### src/rtl/gpio_port_pkg.sv
`timescale 1ns/1ps
// Shared definitions for the GPIO port: register addresses and the decoded
// per-pin function. Assumes a 3-bit register address.
package gpio_port_pkg;

    localparam int REG_AW = 3;

    localparam logic [REG_AW-1:0] ADDR_DATA = 3'd0;
    localparam logic [REG_AW-1:0] ADDR_DIR  = 3'd1;
    localparam logic [REG_AW-1:0] ADDR_ALT1 = 3'd2;
    localparam logic [REG_AW-1:0] ADDR_ALT2 = 3'd3;
    localparam logic [REG_AW-1:0] ADDR_CLR  = 3'd4;

    typedef enum logic [3:0] {
        PM_DRIVE_LO,
        PM_DRIVE_HI,
        PM_INPUT,
        PM_ODRAIN_LO,
        PM_ODRAIN_OFF,
        PM_OSRC_OFF,
        PM_OSRC_HI,
        PM_LEVEL_LO,
        PM_LEVEL_HI,
        PM_EDGE_FALL,
        PM_EDGE_RISE
    } pin_mode_t;

    // Map a {alt2, alt1, dir, data} code onto a pin function.
    function automatic pin_mode_t classify(input logic [3:0] code);
        pin_mode_t m;
        casez (code)
            4'b0000: m = PM_DRIVE_LO;
            4'b0001: m = PM_DRIVE_HI;
            4'b001?: m = PM_INPUT;
            4'b0100: m = PM_ODRAIN_LO;
            4'b0101: m = PM_ODRAIN_OFF;
            4'b0110: m = PM_OSRC_OFF;
            4'b0111: m = PM_OSRC_HI;
            4'b10?0: m = PM_LEVEL_LO;
            4'b10?1: m = PM_LEVEL_HI;
            4'b11?0: m = PM_EDGE_FALL;
            default: m = PM_EDGE_RISE;
        endcase
        return m;
    endfunction

endpackage

### src/rtl/gpio_sync.sv
`timescale 1ns/1ps
// Multi-flop synchroniser for the asynchronous pad inputs.
// Assumes each bit is independent; no bus coherency is needed across pins.
module gpio_sync #(
    parameter int WIDTH  = 8,
    parameter int STAGES = 2
) (
    input  logic             clk,
    input  logic             rst_n,
    input  logic [WIDTH-1:0] async_in,
    output logic [WIDTH-1:0] sync_out
);

    logic [WIDTH-1:0] chain [STAGES];

    generate
        for (genvar s = 0; s < STAGES; s++) begin : g_stage
            if (s == 0) begin : g_first
                // capture the raw pad level
                always_ff @(posedge clk) begin
                    if (!rst_n) chain[0] <= '0;
                    else        chain[0] <= async_in;
                end
            end else begin : g_next
                // shift towards the settled output
                always_ff @(posedge clk) begin
                    if (!rst_n) chain[s] <= '0;
                    else        chain[s] <= chain[s-1];
                end
            end
        end
    endgenerate

    assign sync_out = chain[STAGES-1];

endmodule

### src/rtl/gpio_mode_decode.sv
`timescale 1ns/1ps
// Per-pin decode of the four control bits into pad drive and interrupt kind.
// Purely combinational; assumes the control registers are stable between writes.
module gpio_mode_decode
    import gpio_port_pkg::*;
#(
    parameter int WIDTH = 8
) (
    input  logic [WIDTH-1:0] data_q,
    input  logic [WIDTH-1:0] dir_q,
    input  logic [WIDTH-1:0] alt1_q,
    input  logic [WIDTH-1:0] alt2_q,
    output logic [WIDTH-1:0] pin_oe,
    output logic [WIDTH-1:0] pin_out,
    output logic [WIDTH-1:0] lvl_en,
    output logic [WIDTH-1:0] edge_en,
    output logic [WIDTH-1:0] act_hi
);

    generate
        for (genvar i = 0; i < WIDTH; i++) begin : g_pin
            pin_mode_t mode;

            // classify this pin's code and derive its drive and interrupt kind
            always_comb begin
                mode       = classify({alt2_q[i], alt1_q[i], dir_q[i], data_q[i]});
                pin_oe[i]  = 1'b0;
                pin_out[i] = 1'b0;
                lvl_en[i]  = 1'b0;
                edge_en[i] = 1'b0;
                act_hi[i]  = data_q[i];
                case (mode)
                    PM_DRIVE_LO:  pin_oe[i] = 1'b1;
                    PM_DRIVE_HI:  begin pin_oe[i] = 1'b1; pin_out[i] = 1'b1; end
                    PM_ODRAIN_LO: pin_oe[i] = 1'b1;
                    PM_OSRC_HI:   begin pin_oe[i] = 1'b1; pin_out[i] = 1'b1; end
                    PM_LEVEL_LO,
                    PM_LEVEL_HI:  lvl_en[i] = 1'b1;
                    PM_EDGE_FALL,
                    PM_EDGE_RISE: edge_en[i] = 1'b1;
                    default:      ;
                endcase
            end
        end
    endgenerate

endmodule

### src/rtl/gpio_irq.sv
`timescale 1ns/1ps
// Per-pin interrupt detection: level interrupts follow the synchronised pin,
// edge interrupts latch until a write-one clear. A same-cycle edge beats a clear.
// Assumes sync_in is already synchronous to clk.
module gpio_irq #(
    parameter int WIDTH = 8
) (
    input  logic             clk,
    input  logic             rst_n,
    input  logic [WIDTH-1:0] sync_in,
    input  logic [WIDTH-1:0] lvl_en,
    input  logic [WIDTH-1:0] edge_en,
    input  logic [WIDTH-1:0] act_hi,
    input  logic [WIDTH-1:0] clr_bits,
    output logic [WIDTH-1:0] irq
);

    logic [WIDTH-1:0] prev_q;
    logic [WIDTH-1:0] latch_q;
    logic [WIDTH-1:0] edge_hit;

    // keep a one-cycle-delayed copy for edge comparison
    always_ff @(posedge clk) begin
        if (!rst_n) prev_q <= '0;
        else        prev_q <= sync_in;
    end

    generate
        for (genvar i = 0; i < WIDTH; i++) begin : g_pin
            // select the edge direction this pin listens for
            always_comb begin
                edge_hit[i] = act_hi[i] ? (sync_in[i] & ~prev_q[i])
                                        : (~sync_in[i] & prev_q[i]);
            end

            // hold the edge latch; a new edge wins over a clear
            always_ff @(posedge clk) begin
                if (!rst_n)            latch_q[i] <= 1'b0;
                else if (!edge_en[i])  latch_q[i] <= 1'b0;
                else if (edge_hit[i])  latch_q[i] <= 1'b1;
                else if (clr_bits[i])  latch_q[i] <= 1'b0;
            end

            // combine level and edge sources into the request line
            always_comb begin
                irq[i] = (lvl_en[i] & (sync_in[i] == act_hi[i])) |
                         (edge_en[i] & latch_q[i]);
            end

            assert_edge_hold_R8: assert property (@(posedge clk) disable iff (!rst_n)
                edge_en[i] && latch_q[i] && !clr_bits[i] |=> latch_q[i]);

            assert_clear_takes_R9: assert property (@(posedge clk) disable iff (!rst_n)
                edge_en[i] && clr_bits[i] && !edge_hit[i] |=> !latch_q[i]);

            assert_edge_beats_clear_R9: assert property (@(posedge clk) disable iff (!rst_n)
                edge_en[i] && edge_hit[i] |=> latch_q[i]);

            assert_quiet_when_off_R10: assert property (@(posedge clk) disable iff (!rst_n)
                !lvl_en[i] && !edge_en[i] |-> !irq[i]);
        end
    endgenerate

endmodule

### src/rtl/gpio_port_irq.sv
`timescale 1ns/1ps
// Eight-pin GPIO port top: control registers, read mux, synchroniser, mode
// decode and interrupt detection. Reads are combinational on reg_addr; writes
// take effect at the next clock edge. Assumes pin_in is asynchronous.
module gpio_port_irq
    import gpio_port_pkg::*;
#(
    parameter int WIDTH       = 8,
    parameter int SYNC_STAGES = 2
) (
    input  logic              clk,
    input  logic              rst_n,
    input  logic              reg_we,
    input  logic [REG_AW-1:0] reg_addr,
    input  logic [WIDTH-1:0]  reg_wdata,
    output logic [WIDTH-1:0]  reg_rdata,
    input  logic [WIDTH-1:0]  pin_in,
    output logic [WIDTH-1:0]  pin_oe,
    output logic [WIDTH-1:0]  pin_out,
    output logic [WIDTH-1:0]  alt_rx,
    output logic [WIDTH-1:0]  irq
);

    localparam logic [WIDTH-1:0] DIR_RESET = '1;

    logic [WIDTH-1:0] data_q, dir_q, alt1_q, alt2_q;
    logic [WIDTH-1:0] sync_lvl;
    logic [WIDTH-1:0] lvl_en, edge_en, act_hi;
    logic [WIDTH-1:0] clr_bits;
    logic [1:0]       since_rst;

    // control register writes
    always_ff @(posedge clk) begin
        if (!rst_n) begin
            data_q <= '0;
            dir_q  <= DIR_RESET;
            alt1_q <= '0;
            alt2_q <= '0;
        end else if (reg_we) begin
            case (reg_addr)
                ADDR_DATA: data_q <= reg_wdata;
                ADDR_DIR:  dir_q  <= reg_wdata;
                ADDR_ALT1: alt1_q <= reg_wdata;
                ADDR_ALT2: alt2_q <= reg_wdata;
                default:   ;
            endcase
        end
    end

    // write-one-to-clear strobe, live only during the write cycle
    always_comb begin
        clr_bits = (reg_we && reg_addr == ADDR_CLR) ? reg_wdata : '0;
    end

    // read mux: data address returns the pin level, not the stored bit
    always_comb begin
        case (reg_addr)
            ADDR_DATA: reg_rdata = sync_lvl;
            ADDR_DIR:  reg_rdata = dir_q;
            ADDR_ALT1: reg_rdata = alt1_q;
            ADDR_ALT2: reg_rdata = alt2_q;
            default:   reg_rdata = '0;
        endcase
    end

    gpio_sync #(.WIDTH(WIDTH), .STAGES(SYNC_STAGES)) u_sync (
        .clk      (clk),
        .rst_n    (rst_n),
        .async_in (pin_in),
        .sync_out (sync_lvl)
    );

    gpio_mode_decode #(.WIDTH(WIDTH)) u_decode (
        .data_q  (data_q),
        .dir_q   (dir_q),
        .alt1_q  (alt1_q),
        .alt2_q  (alt2_q),
        .pin_oe  (pin_oe),
        .pin_out (pin_out),
        .lvl_en  (lvl_en),
        .edge_en (edge_en),
        .act_hi  (act_hi)
    );

    gpio_irq #(.WIDTH(WIDTH)) u_irq (
        .clk      (clk),
        .rst_n    (rst_n),
        .sync_in  (sync_lvl),
        .lvl_en   (lvl_en),
        .edge_en  (edge_en),
        .act_hi   (act_hi),
        .clr_bits (clr_bits),
        .irq      (irq)
    );

    assign alt_rx = sync_lvl;

    // saturating count of edges since reset, for assertion windows
    always_ff @(posedge clk) begin
        if (!rst_n)              since_rst <= '0;
        else if (since_rst != 2'd3) since_rst <= since_rst + 2'd1;
    end

    assert_reset_state_R1: assert property (@(posedge clk) disable iff (!rst_n)
        $rose(rst_n) |-> (dir_q == DIR_RESET && data_q == '0 &&
                          alt1_q == '0 && alt2_q == '0 && pin_oe == '0));

    assert_read_tracks_pin_R2: assert property (@(posedge clk) disable iff (!rst_n)
        (since_rst >= 2'd2 && reg_addr == ADDR_DATA) |-> reg_rdata == $past(pin_in, 2));

    assert_undriven_low_R6: assert property (@(posedge clk) disable iff (!rst_n)
        (pin_out & ~pin_oe) == '0);

endmodule

### config.mk
export PLATFORM = sky130hd
export DESIGN_NAME = gpio_port_irq
export DESIGN_NICKNAME = d
export VERILOG_FILES = /design/src/rtl/gpio_port_pkg.sv /design/src/rtl/gpio_sync.sv /design/src/rtl/gpio_mode_decode.sv /design/src/rtl/gpio_irq.sv /design/src/rtl/gpio_port_irq.sv
export SDC_FILE = /design/constraint.sdc
export NUM_CORES = 1
export LEC_CHECK = 0
export BUFFER_PORTS_ARGS = -buffer_cell sky130_fd_sc_hd__buf_2
export CAP_MARGIN = 20
export CELL_PAD_IN_SITES_DETAIL_PLACEMENT = 1
export CELL_PAD_IN_SITES_GLOBAL_PLACEMENT = 1
export CORE_MARGIN = 2
export CORE_UTILIZATION = 40
export CTS_BUF_LIST = sky130_fd_sc_hd__clkbuf_8
export CTS_CLUSTER_SIZE = 10
export DETAILED_ROUTE_END_ITERATION = 12
export PLACE_DENSITY = 0.8
export SYNTH_ARGS = -nofsm -noshare
export SYNTH_HDL_FRONTEND = slang
export SYNTH_HIERARCHICAL = 1
export SYNTH_SLANG_ARGS = --single-unit
### constraint.sdc
create_clock -name clk -period 1.25 [get_ports clk]
set_input_delay 0.125 -clock clk [delete_from_list [all_inputs] [get_ports clk]]
set_output_delay 0.125 -clock clk [all_outputs]
set_load 0.01 [all_outputs]
==> summary.md, run 1 <==
| Metric | Value |
|---|---|
| GRT Total Usage | 0.226 |
| Cell Chain, Critical Path | xor2_2 -> nor3b_2 -> buf_2 |
| Final instance area | between 4000 and 5000 µm² |
| Post-layout util | 0.543 |
| Clock Tree Buf Depth | 2 |
| Worst min path class | primary input to register |
| Die width | 94.9 µm |
| Critical-path maximum fanout | 5 |
| Routed vias | roughly 2800 |
| Port Buf Inserts | 61 |
| Slew @ Worst Pin | 441 ps |
| WL final | ~10 mm |
| Pins Over Slew Limit | 0 |
| Layout cells sized above 1 | 0.464 |
| DP Area | roughly 3700 µm² |
| Max stage delay cell, worst path | dfxtp_4 |
| Placer Congestion | 0.758 |
| TritonCTS Buffers | 9 |
| Mapped Cells | approximately 340 |
| Largest net degree at the start of global routing | 81 |
| Final setup fails | 32 |
| CTS tree | yes |
| Initial core utilization | 0.408 |
| Worst slack at placement | -20.1 ps |
| Largest stage delay on the critical path | about 370 ps |
| Outcome | finished, violations left |
| Max Fclk | slightly below 700 MHz |
| Unrepaired setup endpoints after global routing | true |
| Initial antenna violation count | 1 |
| Io pins | 62 |
| Pwr/cell area | 1070 nW/µm² |
| Drt initial violations | between 80 and 90 |
| Row cnt | 33 |
| Antenna viol nets, final | 0 |
| Max Cap Viol | 0 |
| Endpoints failing hold | 0 |
| Die Y | approximately 95 µm |
| P_leak | roughly 1.9 nW |
| Die ar. | ~9000 µm² |
| Final Cycle Share | 1.16 |
| Final setup margin | -205 ps |
| Placed insts | 496 |
| Post-route DRC violation count | 0 |
| Root Driver | clkbuf_8 |
| H-tree levels | 3 |
| Syn nets | between 300 and 400 |
| Worst Path Required | between 1000 and 1500 ps |
| Crit path kind | register to primary output |
| DP HPWL | about 5.6 mm |
| Setup crit end kind | primary output |
| Core area | ~8000 µm² |
| Drt pass-1 iters | 4 |
| Netlist cell types | 31 |
| Syn-to-layout area delta | 33.0% |
| Fin Clk Skew | 11.4 ps |
| Failing checks | setup timing |
| Setup TNS Final | -2660 ps |
| Vias in the first global route | between 2000 and 3000 |
| Peak supply drop | between 0.6 and 0.7 mV |
| Drt via density | about 5.2 |
| Worst path buffer plus inverter count | 1 |
| Clk slew on worst S/H paths | roughly 80 ps |
| Sequential share of the synthesized area | 0.388 |
| Post-Syn Area | around 3300 µm² |
| Final Net Count | 450 |
| DR WL/cell | approximately 19 µm |
| Final Non-Filler Cells | 539 |
| Clock Latency Late Sink | between 300 and 400 ps |
| FF+latch count, synth | 64 |
| Crit start category | register |
| Warnings, synthesis | 6 |
| First-pass GRT wire length | between 15 and 20 mm |
| Max-slew headroom | 0.706 |
| Clock Sinks | between 60 and 70 |
| CP arrival | ~1300 ps |
| Avg Cell Area, Syn | ~9.7 µm² |
| CP delay by family, top | flip-flops |
| Final min period | 1460 ps |
| Global route total overflow | 0 |
[cell type report]
class | count | area, µm²
antenna | 1 | 2.50
clock buffer | 12 | 165
clock inverter | 4 | 67.6
fill | 946 | 3700
multi-input combinational | 255 | 1960
sequential | 64 | 1420
tap | 105 | 131
timing repair buffer | 98 | 643
[Yosys cell counts]
library cell	count	area, µm²
o22ai_1	8	50.1
and2b_2	4	35.0
nand3_1	8	40.0
nor4bb_1	1	10.0
nand4b_1	1	8.76
a21oi_1	8	40.0
mux2i_1	48	480
or2b_1	1	7.51
or4b_1	1	10.0
clkbuf_1	5	18.8
buf_4	10	75.1
and2_2	27	203
nand2b_1	8	50.1
or2_2	1	6.26
and2_1	13	81.3
buf_2	4	20.0
xor2_1	8	70.1
nor2b_1	16	100
and2b_1	4	30.0
dfxtp_1	64	1280
xnor2_1	8	70.1
a21o_1	8	60.1
and4bb_2	2	25.0
a31oi_1	8	50.1
nand3b_1	8	60.1
nand2_1	40	150
a22o_1	8	70.1
buf_1	2	7.51
or3b_1	8	70.1
buf_6	2	22.5
nor3b_2	8	100
[worst paths after layout]
path | start | end | slack [ps] | cells past startpoint
max | dir_q[0] | pin_out[0] | -210 | 3
min | reg_wdata[4] | dir_q[4] | 70 | 3
max reg2reg | data_q[4] | u_irq/latch_q[4] | 140 | 3
min reg2reg | u_sync/chain[0][3] | u_sync/chain[1][3] | 440 | 1
[cell families (layout without fill, tap and decap cells)]
family                 count (synthesis)  in the layout  synth area share
other                                  0              1                 0
flip-flops                            64             64             0.388
AO/OA/AOI/OAI                         40             40            0.0818
XOR/XNOR                              16             16            0.0424
buffers and inverters                 23            114            0.0436
AND/OR/NAND/NOR                      151            151             0.299
multiplexers                          48             48             0.145
[state kept, by name, indices dropped and copies added (netlist names)]
register	count
alt2_q	8
data_q	8
u_irq/latch_q	8
u_sync/chain	16
alt1_q	8
u_irq/prev_q	8
dir_q	8
[cell usage in the layout (no fill, tap or decap), drive strengths merged, types with 2 or more instances in the layout]
master        n
and2         40
xor2          8
nor2b        16
and4bb        2
xnor2         8
nor3b         8
or3b          8
inv           2
nand2        40
o22ai         8
nand2b        8
a21o          8
bufinv        2
dfxtp        64
and2b         8
a22o          8
mux2i        48
a21oi         8
buf          90
nand3b        8
nand3         8
clkbuf       12
a31oi         8
dlygate4sd3   8
[power breakdown]
group / internal [mW] / switching, mW
logic: 0.234 / 0.230
clock network: 1.27 / 0.852
registers: 2.04 / 0.0649
[stage by stage]
stage	hold WS, ps	power [mW]
2_1_floorplan	252	2.44
3_3_place_gp	344	2.58
3_5_place_dp	349	2.60
4_1_cts	75.9	4.63
5_1_grt	83.9	4.84
6_report	65.3	4.69
[routing by layer]
metal / part of all wire / vias to the layer above / wire (µm) / track usage
met5: 0 / - / 0 / 0
met4: 0.029 / 0 / 295 / 0.106
met3: 0.034 / 21 / 346 / 0.0375
met2: 0.51 / 62 / 5170 / 0.397
met1: 0.43 / 1402 / 4340 / 0.268
li1: - / 1340 / - / -
[worst reg2reg max path, delay by kind of cell (launching register included)]
| kind | cells | cell delay [ps] |
|---|---|---|
| DFF | 1 | 380 |
| and+or+nand+nor | 1 | 340 |
| AOI/OAI and AO/OA | 1 | 170 |
| buffers and inverters | 1 | 150 |
[repair_timing]
item	4_1_cts	5_1_grt
hold buffers	8	0
pin swaps	19	9
hold endpoints to repair	8	0
gates resized for setup	88	14
setup buffers	15	3
setup endpoints to repair	32	32
(Power assumes the default switching activity.)
==> inputs of run 2 (changes only) <==
--- a/config.mk
+++ b/config.mk
@@ -13,5 +13,5 @@
 export CORE_UTILIZATION = 40
 export CTS_BUF_LIST = sky130_fd_sc_hd__clkbuf_8
-export CTS_CLUSTER_SIZE = 10
+export CTS_CLUSTER_SIZE = 30
 export DETAILED_ROUTE_END_ITERATION = 12
 export PLACE_DENSITY = 0.8
==> constraint.sdc (replaced) <==
create_clock -name clk -period 1.5 [get_ports clk]
set_input_delay 0.075 -clock clk [delete_from_list [all_inputs] [get_ports clk]]
set_output_delay 0.075 -clock clk [all_outputs]
set_load 0.01 [all_outputs]
==> run 2 against run 1 <==
The flow now finishes without violations; total power fell by 21%; die area did not move; via count fell by 6.9%; first-iteration DRC count did not move; worst hold slack got worse by 31 ps; sequential cell count did not move; sequential power fell by 15%; clock power fell by 26%; clock skew fell by 5.0 ps; register-to-register slack improved by 320 ps; final cell count fell by 3.7%; critical path depth did not move; critical path type unchanged; largest cell class unchanged.
==> summary.md, run 2 (synthesis results as in run 1) <==
| Metric | Value |
|---|---|
| Die Y | 94.9 µm (unchanged) |
| Pwr/cell area | 931 nW/µm² (was 1070 nW/µm²) |
| CP delay by family, top | flip-flops (unchanged) |
| Unrepaired setup endpoints after global routing | false (was true) |
| Clock Sinks | 64 (unchanged) |
| Worst min path class | primary input to register (unchanged) |
| Setup TNS Final | 0 ps (was -2660 ps) |
| Setup crit end kind | primary output (unchanged) |
| Worst path buffer plus inverter count | 1 (unchanged) |
| Io pins | 62 (unchanged) |
| Fin Clk Skew | 6.43 ps (was 11.4 ps) |
| Max stage delay cell, worst path | dfxtp_1 (was dfxtp_4) |
| Core area | 8090 µm² (unchanged) |
| Largest net degree at the start of global routing | 81 (unchanged) |
| DP HPWL | 5.32 mm (was 5.58 mm) |
| Max reg flops | 16 (unchanged) |
| Peak supply drop | 0.595 mV (was 0.617 mV) |
| Clock Latency Late Sink | 340 ps (was 360 ps) |
| CTS tree | yes (unchanged) |
| Vias in the first global route | 2573 (was 2970) |
| Drt via density | 5.07 (was 5.24) |
| Routed vias | 2630 (was 2825) |
| Final setup fails | 0 (was 32) |
| Endpoints failing hold | 0 (unchanged) |
| Final Cycle Share | 0.948 |
| Global route total overflow | 0 (unchanged) |
| Port Buf Inserts | 61 (unchanged) |
| Initial core utilization | 0.408 (unchanged) |
| H-tree levels | 3 (unchanged) |
| First-pass GRT wire length | 12.4 mm (was 15.5 mm) |
| Root Driver | clkbuf_8 (unchanged) |
| Pins Over Slew Limit | 0 (unchanged) |
| Syn-to-layout area delta | 20.8% (was 33.0%) |
| Critical-path maximum fanout | 7 (was 5) |
| Final min period | about 1400 ps |
| Post-route DRC violation count | 0 (unchanged) |
| Largest stage delay on the critical path | 460 ps (was 370 ps) |
| Setup Buffers After CTS | 0 (was 15) |
| Max Fclk | 703 MHz |
| GRT Total Usage | 0.181 (was 0.226) |
| Crit start category | register (unchanged) |
| DR WL/cell | 15.2 µm (was 18.8 µm) |
| Crit path kind | register to primary output (unchanged) |
| CP arrival | 1350 ps (was 1330 ps) |
| Drt initial violations | 89 (unchanged) |
| Worst Path Required | 1420 ps (was 1120 ps) |
| TritonCTS Buffers | 9 (unchanged) |
| WL final | 7.87 mm (was 10.2 mm) |
| Total area of sequential cells | 1280 µm² (was 1420 µm²) |
| Hold Slack | 34.0 ps (was 65.3 ps) |
| Placer Congestion | 0.787 (was 0.758) |
| Clk slew on worst S/H paths | 70 ps (was 80 ps) |
| Drt pass-1 iters | 5 (was 4) |
| Die ar. | 9000 µm² (unchanged) |
| Cell Chain, Critical Path | and2b_1 -> a22o_1 -> buf_2 (was xor2_2 -> nor3b_2 -> buf_2) |
| Clock Tree Buf Depth | 2 (unchanged) |
| Row cnt | 33 (unchanged) |
| Max Cap Viol | 0 (unchanged) |
| Commonest non-fill, non-tap cells in the layout | 62 x dfxtp_1, 61 x buf_2, 48 x mux2i_1 (was 61 x buf_2, 45 x mux2i_1, 40 x nand2_1) |
| Antenna viol nets, final | 0 (unchanged) |
| Layout cells sized above 1 | 0.313 (was 0.464) |
| Die width | 94.9 µm (unchanged) |
| Final Net Count | 429 (was 450) |
| Fillers | 962 (was 946) |
| Biggest register | u_sync/chain (unchanged) |
| Multi-input logic area | 1890 µm² (was 1960 µm²) |
| P_leak | 1.72 nW (was 1.86 nW) |
| Max-slew headroom | 0.673 (was 0.706) |
| Commonest non-fill, non-tap cell in the layout | dfxtp_1 (was buf_2) |
| Slew @ Worst Pin | 491 ps (was 441 ps) |
| Outcome | completed (was finished, violations left) |
| Initial antenna violation count | 1 (unchanged) |
## run 2: worst paths after layout
path,start,end,slack (ps),cells past startpoint
max,alt1_q[1],irq[1],80,3
min,reg_wdata[4],dir_q[4],30,3
max reg2reg,data_q[0],u_irq/latch_q[0],460,2
min reg2reg,u_sync/chain[0][1],u_sync/chain[1][1],440,1
## run 2: layout make-up
type	instances	area share
Sequential cell	64	0.322
Multi-Input combinational cell	255	0.475
Clock buffer	13	0.0449
Tap cell	105	0.0329
Clock inverter	3	0.00972
Antenna cell	2	0.00125
Timing Repair Buffer	77	0.115
## run 2: where the power goes
| part | leakage [nW] | internal, mW | switching, mW |
|---|---|---|---|
| Combinational | 1.08 | 0.172 | 0.164 |
| Clock | 0.117 | 0.941 | 0.643 |
| Sequential | 0.522 | 1.74 | 0.0501 |
| Total | 1.72 | 2.86 | 0.857 |
## run 2: worst min-delay path: stages
cell and delay [ps]:
buf_2 100, nor2b_1 50, mux2i_1 110
## run 2: layer usage
metal	wire, µm	track usage	vias to the layer above
li1	-	-	1313
met4	146	0.0870	0
met3	406	0.0455	12
met2	3870	0.296	54
met5	0	0	-
met1	3440	0.222	1251
## run 2: metrics by stage
stage	power (mW)	util	cells	worst slack, ps	area [µm²]
floorplan	2.03	-	342	481	3300
global placement	2.14	0.455	493	203	3680
detailed placement	2.15	0.455	493	146	3680
CTS	3.75	0.492	517	15.6	3980
global route	3.86	0.493	518	4.28	3990
finish	3.71	0.493	519	77.6	3990
## run 2: repair_timing
action,4_1_cts,5_1_grt
hold buffers,8,0
hold endpoints to repair,8,0
endpoints found under the setup margin,1,1
resized for setup,1,1
==> inputs of run 3 (changes only) <==
ABC_AREA = 1   (was not set)
PLACE_DENSITY = 0.87   (was 0.8)
==> run 3 against run 2 <==
Sequential power is essentially flat; clock power barely moved; combinational power rose by 33%; die area up 8.1%.
==> summary.md, run 3 <==
| Metric | Value |
|---|---|
| Syn nets | 616 (was 364) |
| Initial core utilization | 0.411 (was 0.408) |
| Unrepaired setup endpoints after global routing | false (unchanged) |
| Max stage delay cell, worst path | dfxtp_1 (unchanged) |
| Drt initial violations | 145 (was 89) |
| Cell Chain, Critical Path | inv_1 -> a21oi_1 -> nand2_1 -> nand2_1 -> buf_2 (was and2b_1 -> a22o_1 -> buf_2) |
| Synth cell count leaders | 167 x nand2_1, 149 x inv_1, 79 x nand3_1, 67 x nor2_1, 64 x dfxtp_1 (was 64 x dfxtp_1, 48 x mux2i_1, 40 x nand2_1, 27 x and2_2, 16 x nor2b_1) |
| Hold Crit Start | reg_wdata[1] (was reg_wdata[4]) |
| Worst min path class | primary input to register (unchanged) |
| Final Cycle Share | 0.929 (was 0.948) |
| ANT cells | 0 (was 2) |
| Pwr/cell area | 907 nW/µm² (was 931 nW/µm²) |
| FF+latch count, synth | 64 (unchanged) |
| Warnings, synthesis | 6 (unchanged) |
| FFs w/ async S/R, synth | 0 (unchanged) |
| Synth top area share | 0.358 (was 0.388) |
| Synth area leaders | dfxtp_1 36%, nand2_1 17%, inv_1 16% (was dfxtp_1 39%, mux2i_1 15%, and2_2 6.1%) |
| Setup Buffers After CTS | 0 (unchanged) |
| Post-route DRC violation count | 0 (unchanged) |
| Largest net degree at the start of global routing | 65 (was 81) |
| Die ar. | 9730 µm² (was 9000 µm²) |
| H-tree levels | 3 (unchanged) |
| Io pins | 62 (unchanged) |
| Commonest non-fill, non-tap cell in the layout | nand2_1 (was dfxtp_1) |
| Antenna viol nets, final | 0 (unchanged) |
| P_leak | 2.53 nW (was 1.72 nW) |
| Clock Latency Late Sink | 340 ps (about the same) |
| Worst path most repeated cell | nand2_1 |
| Avg Cell Area, Syn | 6.03 µm² (was 9.66 µm²) |
| WL final | 10.7 mm (was 7.87 mm) |
| R2r setup slk | 520 ps (was 460 ps) |
| Mapped Cells | 594 (was 342) |
| Netlist cell types | 20 (was 31) |
| Die Y | 98.6 µm (was 94.9 µm) |
| Row cnt | 34 (was 33) |
| Max Cap Viol | 0 (unchanged) |
| Setup TNS Final | 0 ps (unchanged) |
| Layout cells sized above 1 | 0.153 (was 0.313) |
| DR WL/cell | 13.8 µm (was 15.2 µm) |
| Commonest non-fill, non-tap cells in the layout | 167 x nand2_1, 149 x inv_1, 79 x nand3_1 (was 62 x dfxtp_1, 61 x buf_2, 48 x mux2i_1) |
| Port Buf Inserts | 61 (unchanged) |
| Critical R2R Capture | u_irq/latch_q[2] (was u_irq/latch_q[0]) |
| Post-Syn Area | 3580 µm² (was 3300 µm²) |
| Drt pass-1 iters | 4 (was 5) |
| Outcome | completed (unchanged) |
| Worst Hold Depth | 3 (unchanged) |
| DP HPWL | 7.47 mm (was 5.32 mm) |
| R2R cell count | 6 (was 2) |
| Max-slew headroom | 0.592 (was 0.673) |
| GRT Total Usage | 0.231 (was 0.181) |
| Drt via density | 4.91 (was 5.07) |
| Max reg flops | 16 (unchanged) |
| Post-synth EDFFs | 0 (unchanged) |
| Root Driver | clkbuf_8 (unchanged) |
| Biggest register | u_sync/chain (unchanged) |
| Fin Clk Skew | 7.29 ps (was 6.43 ps) |
| Clock Tree Buf Depth | 2 (unchanged) |
| Placer Congestion | 0.796 (was 0.787) |
| Max Fclk | 718 MHz (was 703 MHz) |
| Final setup fails | 0 (unchanged) |
| Ys flop type | dfxtp_1 (unchanged) |
| Worst Path Required | 1420 ps (about the same) |
| Leading area contributor after synthesis | dfxtp_1 (unchanged) |
| Clk slew on worst S/H paths | 70 ps (about the same) |
| Peak supply drop | 0.642 mV (was 0.595 mV) |
| CP arrival | 1320 ps (was 1350 ps) |
| Crit path kind | register to primary output (unchanged) |
| Initial antenna violation count | 0 (was 1) |
| RR Startpoint | alt1_q[2] (was data_q[0]) |
| Critical-path maximum fanout | 5 (was 7) |
| Routed vias | 3799 (was 2630) |
| CP delay by family, top | flip-flops (unchanged) |
| Final min period | 1390 ps (was 1420 ps) |
| Largest stage delay on the critical path | 430 ps (was 460 ps) |
| Core area | 8720 µm² (was 8090 µm²) |
| TritonCTS Buffers | 9 (unchanged) |
| Pins Over Slew Limit | 0 (unchanged) |
| Count leader, synth | nand2_1 (was dfxtp_1) |
| Final Net Count | 683 (was 429) |
| Die width | 98.6 µm (was 94.9 µm) |
| First-pass GRT wire length | 18.3 mm (was 12.4 mm) |
| Global route total overflow | 0 (unchanged) |
| Clock Sinks | 64 (unchanged) |
| Endpoints failing hold | 0 (unchanged) |
| Setup crit end kind | primary output (unchanged) |
| Vias in the first global route | 3993 (was 2573) |
| Power after layout | 3.82 mW (was 3.71 mW) |
| Sequential share of the synthesized area | 0.358 (was 0.388) |
| Worst-case hold path end point | data_q[1] (was dir_q[4]) |
| Syn-to-layout area delta | 17.5% (was 20.8%) |
| Worst path buffer plus inverter count | 2 (was 1) |
| Slew @ Worst Pin | 610 ps (was 491 ps) |
| Crit start category | register (unchanged) |
| CTS tree | yes (unchanged) |
| Crit. path cell count | 5 (was 3) |
[run 3: final cells by class]
cell class	instances	area [µm²]
multi-input cells	354	1540
repair buffers	78	468
well taps	108	135
clock buffers	11	151
fillers	1219	4510
inverters	154	578
clock inverters	5	55.1
flip-flops and latches	64	1280
[run 3: worst min-delay path: cells and delay by family]
family | cells | cell delay (ps)
buf+inv | 1 | 110
simple gates | 2 | 130
[run 3: cell families after synthesis]
kind of cell | synth area share
AO/OA/AOI/OAI | 0.00559
XOR/XNOR | 0.00245
buffers and inverters | 0.213
flip-flops | 0.358
AND/OR/NAND/NOR | 0.422
[run 3: worst max-delay path by stage]
stage	endpoint	startpoint	slack, ps
6_report	irq[2]	alt1_q[2]	110
5_1_grt	irq[2]	alt1_q[2]	10
4_1_cts	irq[2]	data_q[2]	70
3_5_place_dp	u_irq/latch_q[6]	reg_addr[1]	170
3_3_place_gp	dir_q[6]	reg_addr[1]	220
2_1_floorplan	u_irq/latch_q[0]	reg_addr[1]	420
[run 3: metal layers]
metal  vias to the layer above  global-route usage  wire (µm)
li1                       1885                   -          -
met1                      1810               0.279       4610
met2                        90               0.428       5480
met3                        14              0.0234        415
met4                         0              0.0790        179
met5                         -                   0          0
[run 3: stage by stage]
stage	hold WS [ps]	std cells	cell area, µm²	setup WS [ps]	utilization
after floorplan	167	594	3580	416	-
after global placement	257	749	3910	221	0.448
after detailed placement	266	749	3910	169	0.448
after CTS	4.29	774	4210	74.1	0.482
after global routing	24.7	774	4210	11.2	0.483
final	12.4	774	4210	107	0.483
[run 3: where the power goes]
part           total (mW)  internal (mW)  switching (mW)
Combinational       0.448          0.162           0.287
Sequential           1.82           1.76          0.0630
Clock                1.55          0.852           0.699
Total                3.82           2.77            1.05
[run 3: what timing repair did]
item                                    CTS  global route
gates resized for setup                   0             1
hold endpoints to repair                  9             0
hold buffers                              9             0
endpoints found under the setup margin    0             1
